$ cat config.mk
export PLATFORM = sky130hd
export DESIGN_NAME = i2c_tag_gen
export DESIGN_NICKNAME = d
export VERILOG_FILES = /design/src/rtl/i2ctg_pkg.sv /design/src/rtl/i2ctg_plan.sv /design/src/rtl/i2ctg_seq.sv /design/src/rtl/i2c_tag_gen.sv
export SDC_FILE = /design/constraint.sdc
export NUM_CORES = 1
export LEC_CHECK = 0
export BUFFER_PORTS_ARGS = -buffer_cell sky130_fd_sc_hd__buf_2
export CAP_MARGIN = 25
export CORE_MARGIN = 3
export CORE_UTILIZATION = 50
export DETAILED_ROUTE_END_ITERATION = 10
export GPL_TIMING_DRIVEN = 0
export PLACE_DENSITY = 0.73
export REMOVE_ABC_BUFFERS = 1
export SLEW_MARGIN = 20
export SYNTH_ARGS = -nofsm -noshare
export SYNTH_HDL_FRONTEND = slang
export SYNTH_HIERARCHICAL = 1
export SYNTH_SLANG_ARGS = --single-unit
$ cat constraint.sdc
create_clock -name clk -period 9.7 [get_ports clk]
set_clock_uncertainty 0.05 [all_clocks]
set_input_delay 0 -clock clk [delete_from_list [all_inputs] [get_ports clk]]
set_output_delay 0 -clock clk [all_outputs]
set_load 0.05 [all_outputs]
$ cat src/rtl/i2ctg_pkg.sv
package i2ctg_pkg;
  localparam logic [7:0] TG_START    = 8'h81;
  localparam logic [7:0] TG_HSPEED   = 8'hFF;
  localparam logic [7:0] TG_WR       = 8'h82;
  localparam logic [7:0] TG_WR_STOP  = 8'h83;
  localparam logic [7:0] TG_RD       = 8'h85;
  localparam logic [7:0] TG_RD_STOP  = 8'h87;

  typedef enum logic [2:0] {
    ST_IDLE, ST_START1, ST_HS, ST_START2, ST_ADDR0, ST_ADDR1, ST_DTAG, ST_DLEN
  } tg_state_e;

  typedef struct packed {
    logic [9:0] addr;
    logic       rd;
    logic       ten;
    logic       hs;
  } tg_req_t;
endpackage

$ cat src/rtl/i2ctg_plan.sv
// Derives block count, last-block size and tag totals from a latched request.
module i2ctg_plan
  import i2ctg_pkg::*;
#(
  parameter int LEN_W = 16,
  localparam int BLK_W = LEN_W - 7,
  localparam int TOT_W = LEN_W - 6
) (
  input  tg_req_t           req,
  input  logic [LEN_W-1:0]  len,
  output logic [BLK_W-1:0]  nblk,
  output logic [7:0]        last_len_byte,
  output logic [8:0]        last_data_cnt,
  output logic [3:0]        pre_cnt,
  output logic [TOT_W-1:0]  tx_total,
  output logic [TOT_W-1:0]  rx_total
);
  logic [TOT_W-1:0] two_per_blk;

  always_comb begin
    nblk          = BLK_W'(len[LEN_W-1:8]) + BLK_W'(|len[7:0]);
    last_len_byte = len[7:0];
    last_data_cnt = (|len[7:0]) ? {1'b0, len[7:0]} : 9'd256;
    pre_cnt       = 4'd2 + (req.hs ? 4'd2 : 4'd0) + (req.ten ? 4'd1 : 4'd0);
    two_per_blk   = {TOT_W'(nblk), 1'b0} ;
    tx_total      = two_per_blk + TOT_W'(pre_cnt);
    rx_total      = req.rd ? two_per_blk : '0;
  end
endmodule

$ cat src/rtl/i2ctg_seq.sv
// Tag byte sequencer with valid/ready output and per-block reporting.
module i2ctg_seq
  import i2ctg_pkg::*;
#(
  parameter int LEN_W = 16,
  localparam int BLK_W = LEN_W - 7
) (
  input  logic              clk,
  input  logic              rst_n,
  input  logic              launch,
  input  tg_req_t           req,
  input  logic [BLK_W-1:0]  nblk,
  input  logic [7:0]        last_len_byte,
  input  logic [8:0]        last_data_cnt,
  output logic              busy,
  output logic              out_valid,
  input  logic              out_ready,
  output logic [7:0]        out_byte,
  output logic              blk_valid,
  output logic [3:0]        blk_tag_cnt,
  output logic [8:0]        blk_data_cnt,
  output logic              done
);
  tg_state_e        state_q, state_d;
  logic [BLK_W-1:0] blk_idx_q;
  logic [3:0]       blk_bytes_q;
  logic             is_last;
  logic             accept;

  assign is_last   = (blk_idx_q == nblk - BLK_W'(1));
  assign accept    = out_valid && out_ready;
  assign busy      = (state_q != ST_IDLE);
  assign out_valid = busy;

  always_comb begin
    unique case (state_q)
      ST_START1, ST_START2: out_byte = TG_START;
      ST_HS:                out_byte = TG_HSPEED;
      ST_ADDR0:             out_byte = {req.addr[6:0], req.rd};
      ST_ADDR1:             out_byte = {5'b0, req.addr[9:7]};
      ST_DTAG: begin
        if (is_last) out_byte = req.rd ? TG_RD_STOP : TG_WR_STOP;
        else         out_byte = req.rd ? TG_RD : TG_WR;
      end
      ST_DLEN:              out_byte = is_last ? last_len_byte : 8'h00;
      default:              out_byte = 8'h00;
    endcase
  end

  always_comb begin
    state_d = state_q;
    unique case (state_q)
      ST_IDLE:   if (launch) state_d = ST_START1;
      ST_START1: if (accept) state_d = req.hs ? ST_HS : ST_ADDR0;
      ST_HS:     if (accept) state_d = ST_START2;
      ST_START2: if (accept) state_d = ST_ADDR0;
      ST_ADDR0:  if (accept) state_d = req.ten ? ST_ADDR1 : ST_DTAG;
      ST_ADDR1:  if (accept) state_d = ST_DTAG;
      ST_DTAG:   if (accept) state_d = ST_DLEN;
      ST_DLEN:   if (accept) state_d = is_last ? ST_IDLE : ST_DTAG;
      default:   state_d = ST_IDLE;
    endcase
  end

  always_ff @(posedge clk or negedge rst_n) begin
    if (!rst_n) begin
      state_q      <= ST_IDLE;
      blk_idx_q    <= '0;
      blk_bytes_q  <= '0;
      blk_valid    <= 1'b0;
      blk_tag_cnt  <= '0;
      blk_data_cnt <= '0;
      done         <= 1'b0;
    end else begin
      state_q   <= state_d;
      blk_valid <= 1'b0;
      done      <= 1'b0;
      if (state_q == ST_IDLE && launch) begin
        blk_idx_q   <= '0;
        blk_bytes_q <= '0;
      end else if (accept) begin
        if (state_q == ST_DLEN) begin
          blk_valid    <= 1'b1;
          blk_tag_cnt  <= blk_bytes_q + 4'd1;
          blk_data_cnt <= is_last ? last_data_cnt : 9'd256;
          done         <= is_last;
          blk_bytes_q  <= '0;
          blk_idx_q    <= blk_idx_q + BLK_W'(1);
        end else begin
          blk_bytes_q <= blk_bytes_q + 4'd1;
        end
      end
    end
  end
endmodule

$ cat src/rtl/i2c_tag_gen.sv
module i2c_tag_gen
  import i2ctg_pkg::*;
#(
  parameter int LEN_W = 16
) (
  input  logic               clk,
  input  logic               rst_n,
  input  logic               start,
  input  logic [9:0]         tgt_addr,
  input  logic               rd_req,
  input  logic               ten_bit,
  input  logic               hs_mode,
  input  logic [LEN_W-1:0]   msg_len,
  output logic               busy,
  output logic               tag_valid,
  input  logic               tag_ready,
  output logic [7:0]         tag_byte,
  output logic               blk_valid,
  output logic [3:0]         blk_tag_cnt,
  output logic [8:0]         blk_data_cnt,
  output logic [LEN_W-7:0]   tx_tag_total,
  output logic [LEN_W-7:0]   rx_tag_total,
  output logic               done,
  output logic               err
);
  localparam int BLK_W = LEN_W - 7;

  tg_req_t          req_q;
  logic [LEN_W-1:0] len_q;
  logic             take, launch;
  logic [BLK_W-1:0] nblk;
  logic [7:0]       last_len_byte;
  logic [8:0]       last_data_cnt;
  logic [3:0]       pre_cnt;

  assign take   = start && !busy;
  assign launch = take && (msg_len != '0);

  always_ff @(posedge clk or negedge rst_n) begin
    if (!rst_n) begin
      req_q <= '0;
      len_q <= '0;
      err   <= 1'b0;
    end else begin
      err <= take && (msg_len == '0);
      if (launch) begin
        req_q <= '{addr: tgt_addr, rd: rd_req, ten: ten_bit, hs: hs_mode};
        len_q <= msg_len;
      end
    end
  end

  i2ctg_plan #(.LEN_W(LEN_W)) plan_i (
    .req(req_q), .len(len_q), .nblk(nblk), .last_len_byte(last_len_byte),
    .last_data_cnt(last_data_cnt), .pre_cnt(pre_cnt),
    .tx_total(tx_tag_total), .rx_total(rx_tag_total)
  );

  i2ctg_seq #(.LEN_W(LEN_W)) seq_i (
    .clk(clk), .rst_n(rst_n), .launch(launch), .req(req_q), .nblk(nblk),
    .last_len_byte(last_len_byte), .last_data_cnt(last_data_cnt),
    .busy(busy), .out_valid(tag_valid), .out_ready(tag_ready),
    .out_byte(tag_byte), .blk_valid(blk_valid), .blk_tag_cnt(blk_tag_cnt),
    .blk_data_cnt(blk_data_cnt), .done(done)
  );
endmodule

* Yosys cells after proc, flatten, opt, wreduce, memory -nomap -nowiden
Index checks and enable logic that the tools add are counted.
** Word-level totals
- Flip-flop bits (word level) :: 61
** Cells by class
- Equal/unequal tests :: 16
- Add/sub/neg operators :: 7
- Reduce and logical (&&, ||, !) cells :: 17
- Multiplexer cells :: 34
- Bitwise logic cells :: 1
** Operator list (count)
- $pmux 8 s6 :: 1
- $mux 9 :: 5
- $mux 3 :: 12
- $pmux 3 s8 :: 1
- $logic_not 16->1 :: 1
- $mux 8 :: 2
- $ne 2x1->1 const B :: 8
- $reduce_bool 16->1 :: 1
- $eq 3x3->1 const B :: 4
- $mux 4 :: 3
- $add 10x4->10 :: 1
- $mux 10 :: 1
- $add 8x1->9 :: 1
- $add 9x1->9 const B :: 1
- $eq 9x9->1 :: 1
- $sub 9x1->9 const B :: 1
- $reduce_and 8->1 :: 1
- $reduce_or 8->1 :: 1
- $mux 1 :: 7
- $eq 3x2->1 const B :: 2
- $logic_and 1x1->1 :: 5
- $add 2x4->4 const A :: 1
- $add 4x1->4 const B :: 1
- $add 4x4->4 :: 1
- 10 further kinds :: 12

* Logic depth before layout (Yosys ltp)
- Word-level depth :: 7
- Depth in mapped cells :: 14

* By module
Netlist, hierarchy kept.
** By module, submodules not included
- i2ctg_seq :: area an instance 2112.0 sq um, cells each 248, sequential area each 775.7 sq um, times used 1
- i2c_tag_gen :: area an instance 1270.0 sq um, cells each 70, sequential area each 750.7 sq um, times used 1
- i2ctg_plan :: area an instance 615.6 sq um, cells each 80, sequential area each 0.0 sq um, times used 1

* Worst setup path after synthesis
OpenSTA, ideal clock, no wires.
- Path type :: flip-flop to output port
- Start :: reg len_q[0]
- End :: out tag_byte[0]
- Buffers on the path :: 1
- Required time :: 9650 ps
- Cell stages (with the launch flop) :: 14
- Slack :: 5207 ps
- Arrival time :: 4443 ps
- Cells stage by stage :: dfrtp_1 nor4_1 nand2_1 ha_1 ha_1 nand2_1 xor2_1 inv_1 or4_4 nor4_1 a311oi_1 and2_1 buf_4 o41ai_1
** Between the ends
- Longest elaborated chain between the ends :: 6
- Elaborated cells between the ends (all ways) :: 7
- Those cells by class :: add/sub: 2; eq/ne: 1; mux: 3; reduce/logical: 1
** Ends and longest elaborated chain
- start: declaration :: line i2c_tag_gen.sv:29 : logic [LEN_W-1:0] len_q;
- start signal: assignment :: line i2c_tag_gen.sv:48 : len_q <= msg_len;
- $reduce_or 8->1 (*) :: line i2ctg_plan.sv:21 : nblk = BLK_W'(len[LEN_W-1:8]) + BLK_W'(|len[7:0]);
- $add 8x1->9 (*) :: line i2ctg_plan.sv:21
- via nblk[6] :: line i2c_tag_gen.sv:31 : logic [BLK_W-1:0] nblk;
- $sub 9x1->9 (*) :: line i2ctg_seq.sv:30 : assign is_last = (blk_idx_q == nblk - BLK_W'(1));
- $eq 9x9->1 (*) :: line i2ctg_seq.sv:30
- $mux 8 (on tied branches) :: line i2ctg_seq.sv:45, i2ctg_seq.sv:42
- $pmux 8 s6 (*) :: line i2ctg_seq.sv:36 : unique case (state_q)
- end: declaration :: line i2c_tag_gen.sv:17 : output logic [7:0] tag_byte,
The timed path passes the listed nets; every way through them passes the cells marked *.

* Worst setup path in the final report
Same ends and word-level chain as after synthesis.

==> flow_summary.ini <==
[critical_path]
reg2reg_setup_slack_ns = 5.42
r2r.worst_path.cells = 12
worstSetupPathType = reg2out
crit_path_end = tag_byte[0]
required_ns = 9.65
cp-end-kind = output pin
setup.worst_path.start_class = flop
worstPathMaxFanout = 16
critPathLaunch = len_q[0]$_DFFE_PN0P_
worstReg2RegStart = len_q[0]$_DFFE_PN0P_
data_arrival_time_of_the_worst_path_ns = 4.69
regToRegEndpoint = seq_i/blk_data_cnt[6]$_DFFE_PN0P_

[timing]
timing_worst_slew_pin_value_ns = 0.885
relative_max_transition_margin = 0.410
setup-violations-final = 0
hold_viol_final = 0
achievable-frequency_mhz = 211
layout_min_cycle_time_ns = 4.74
tns_ns = 0
final_max_slew_viol_count = 0
rsz0062_at_grt = false
period_share = 0.489

[cts]
cts-root-to-sink-buffers = 2
cts_tree = done
worst_setup_hold_path_clk_slew_ns = 0.07
ctsHtreeMaxLevel = 3
ctsResizeCount = 0
worstSkewPairLatency_ns = 0.34
cts_root_buf = clkbuf_8
cts_inserted_buffers = 9
clock-sinks = 61
postCtsSetupBuffers = 0

[drt]
route.detailed.drc = 0
initialDrtViolationCount = 189
detail_route.vias_per_cell = 5.49
postRouteWirelength_mm = 9.35
postRouteAntennaNets = 0
route.vias.total = 3200
wl_per_cell_um = 16.0
first_pass_iters = 4

[floorplanning]
dieArea_mm2 = 0.00906
chipHeight_um = 95.2
floorplan.io_pins = 79
effective_utilization_at_floorplan = 0.531
placement_rows = 31
design.core.area_mm2 = 0.00749
die_boundary_width_um = 95.2

[finish]
sequential_cell_area_mm2 = 0.00153
post_route_cells_drive_above_1_share = 0.320
area.growth.synth_to_final_pct = 22.2
layout_common_cells = buf_2, dfrtp_1, nand2_1
area_used_by_multi_input_combinational_logic_mm2 = 0.00218
antenna_cells_inserted = 0
final_util = 0.649
most_common_library_cell_in_the_layout_ignoring_fill_and_taps = buf_2
fill_cells = 572
finalNetCount = 522

[logic_synthesis]
synthesis.yosys.warnings = 6
syn-mean-instance-area_um2 = 10.1
synth_area_mm2 = 0.00398
synthCells = 395

[power]
p_leak_uw = 0.00223
vdd_drop_max_v = 0.000203
power_density_mw_per_mm2 = 377

[grt]
grt_pass1_vias = 3197
grt.overflow.total = 0
grt_start_max_net_pins = 62
initial_antenna_violation_count = 0
groute.usage.overall = 0.218
grt_pass1_wl_mm = 15.4

[status]
run_status = finished clean

[run]
max_cap_violations = 0

[hold_path]
worst_hold_path_type = in2async

[place]
port-buffer-count = 77
place.detailed.hpwl_mm = 6.45
finalWeightedCongestion = 0.803
==> critical path, stage by stage (launching register included) <==
cell and delay (ns):
dfrtp_1 0.43, nor4_1 0.31, nand2_1 0.16, ha_1 0.23, ha_1 0.27, nand2_1 0.11
xor2_1 0.28, inv_1 0.21, or4_4 0.46, o2111a_1 0.25, a311oi_1 0.43, and2_1 0.78
o41ai_1 0.17, buf_2 0.25
==> worst min path at each step <==
stage	from	end	slack [ns]	cells after the start
after global placement	tgt_addr[5]	req_q[8]$_DFFE_PN0P_	0.18	2
after detailed placement	rst_n	len_q[3]$_DFFE_PN0P_	0.07	1
after global routing	rst_n	req_q[4]$_DFFE_PN0P_	0.31	2
after floorplan	rst_n	err$_DFF_PN0_	-0.35	0
final	rst_n	req_q[9]$_DFFE_PN0P_	0.22	2
after CTS	rst_n	req_q[4]$_DFFE_PN0P_	0.25	2
==> sequential cells by signal, summed over array words and instances (netlist names) <==
signal              flops
len_q                  16
req_q                  13
seq_i/blk_data_cnt      9
seq_i/blk_idx_q         9
seq_i/blk_bytes_q       4
seq_i/blk_tag_cnt       4
seq_i/state_q           3
err                     1
seq_i/blk_valid         1
seq_i/done              1
==> timing repair <==
action | CTS | global route
setup endpoints to repair | 0 | 0
hold endpoints to repair | 92 | 0
hold buffers | 32 | 0
==> layout make-up <==
type | count | share of cell area
flip-flops and latches | 61 | 0.314
inverters | 17 | 0.0131
well taps | 99 | 0.0255
multi-input cells | 279 | 0.448
clock buffers | 11 | 0.0291
clock inverters | 4 | 0.0149
repair buffers | 112 | 0.155
==> through the flow <==
step / area [µm²] / setup WS (ns) / std cells / hold slack [ns] / power, µW
global route: 4860 / 4.64 / 583 / 0.312 / 1950
CTS: 4840 / 4.98 / 582 / 0.251 / 1830
detailed placement: 4310 / 5.37 / 535 / 0.0709 / 1570
finish: 4860 / 4.96 / 583 / 0.223 / 1830
floorplan: 3750 / 4.40 / 357 / -0.346 / 1320
global placement: 4260 / 3.94 / 533 / 0.180 / 1540
==> power breakdown <==
group / internal (µW) / total, µW / switching [µW]
Combinational: 377 / 1110 / 736
Sequential: 349 / 474 / 125
Clock: 150 / 246 / 95.9
Total: 876 / 1830 / 956
==> routing by layer <==
| metal | wire, µm | global-route usage | share of wire | vias to the layer above |
|---|---|---|---|---|
| met2 | 4570 | 0.356 | 0.49 | 94 |
| met1 | 4040 | 0.290 | 0.43 | 1553 |
| li1 | - | - | - | 1540 |
| met4 | 155 | 0.0781 | 0.017 | 0 |
| met5 | 0 | 0 | 0 | - |
| met3 | 584 | 0.0403 | 0.062 | 13 |
Power figures use the tool's default switching activity.
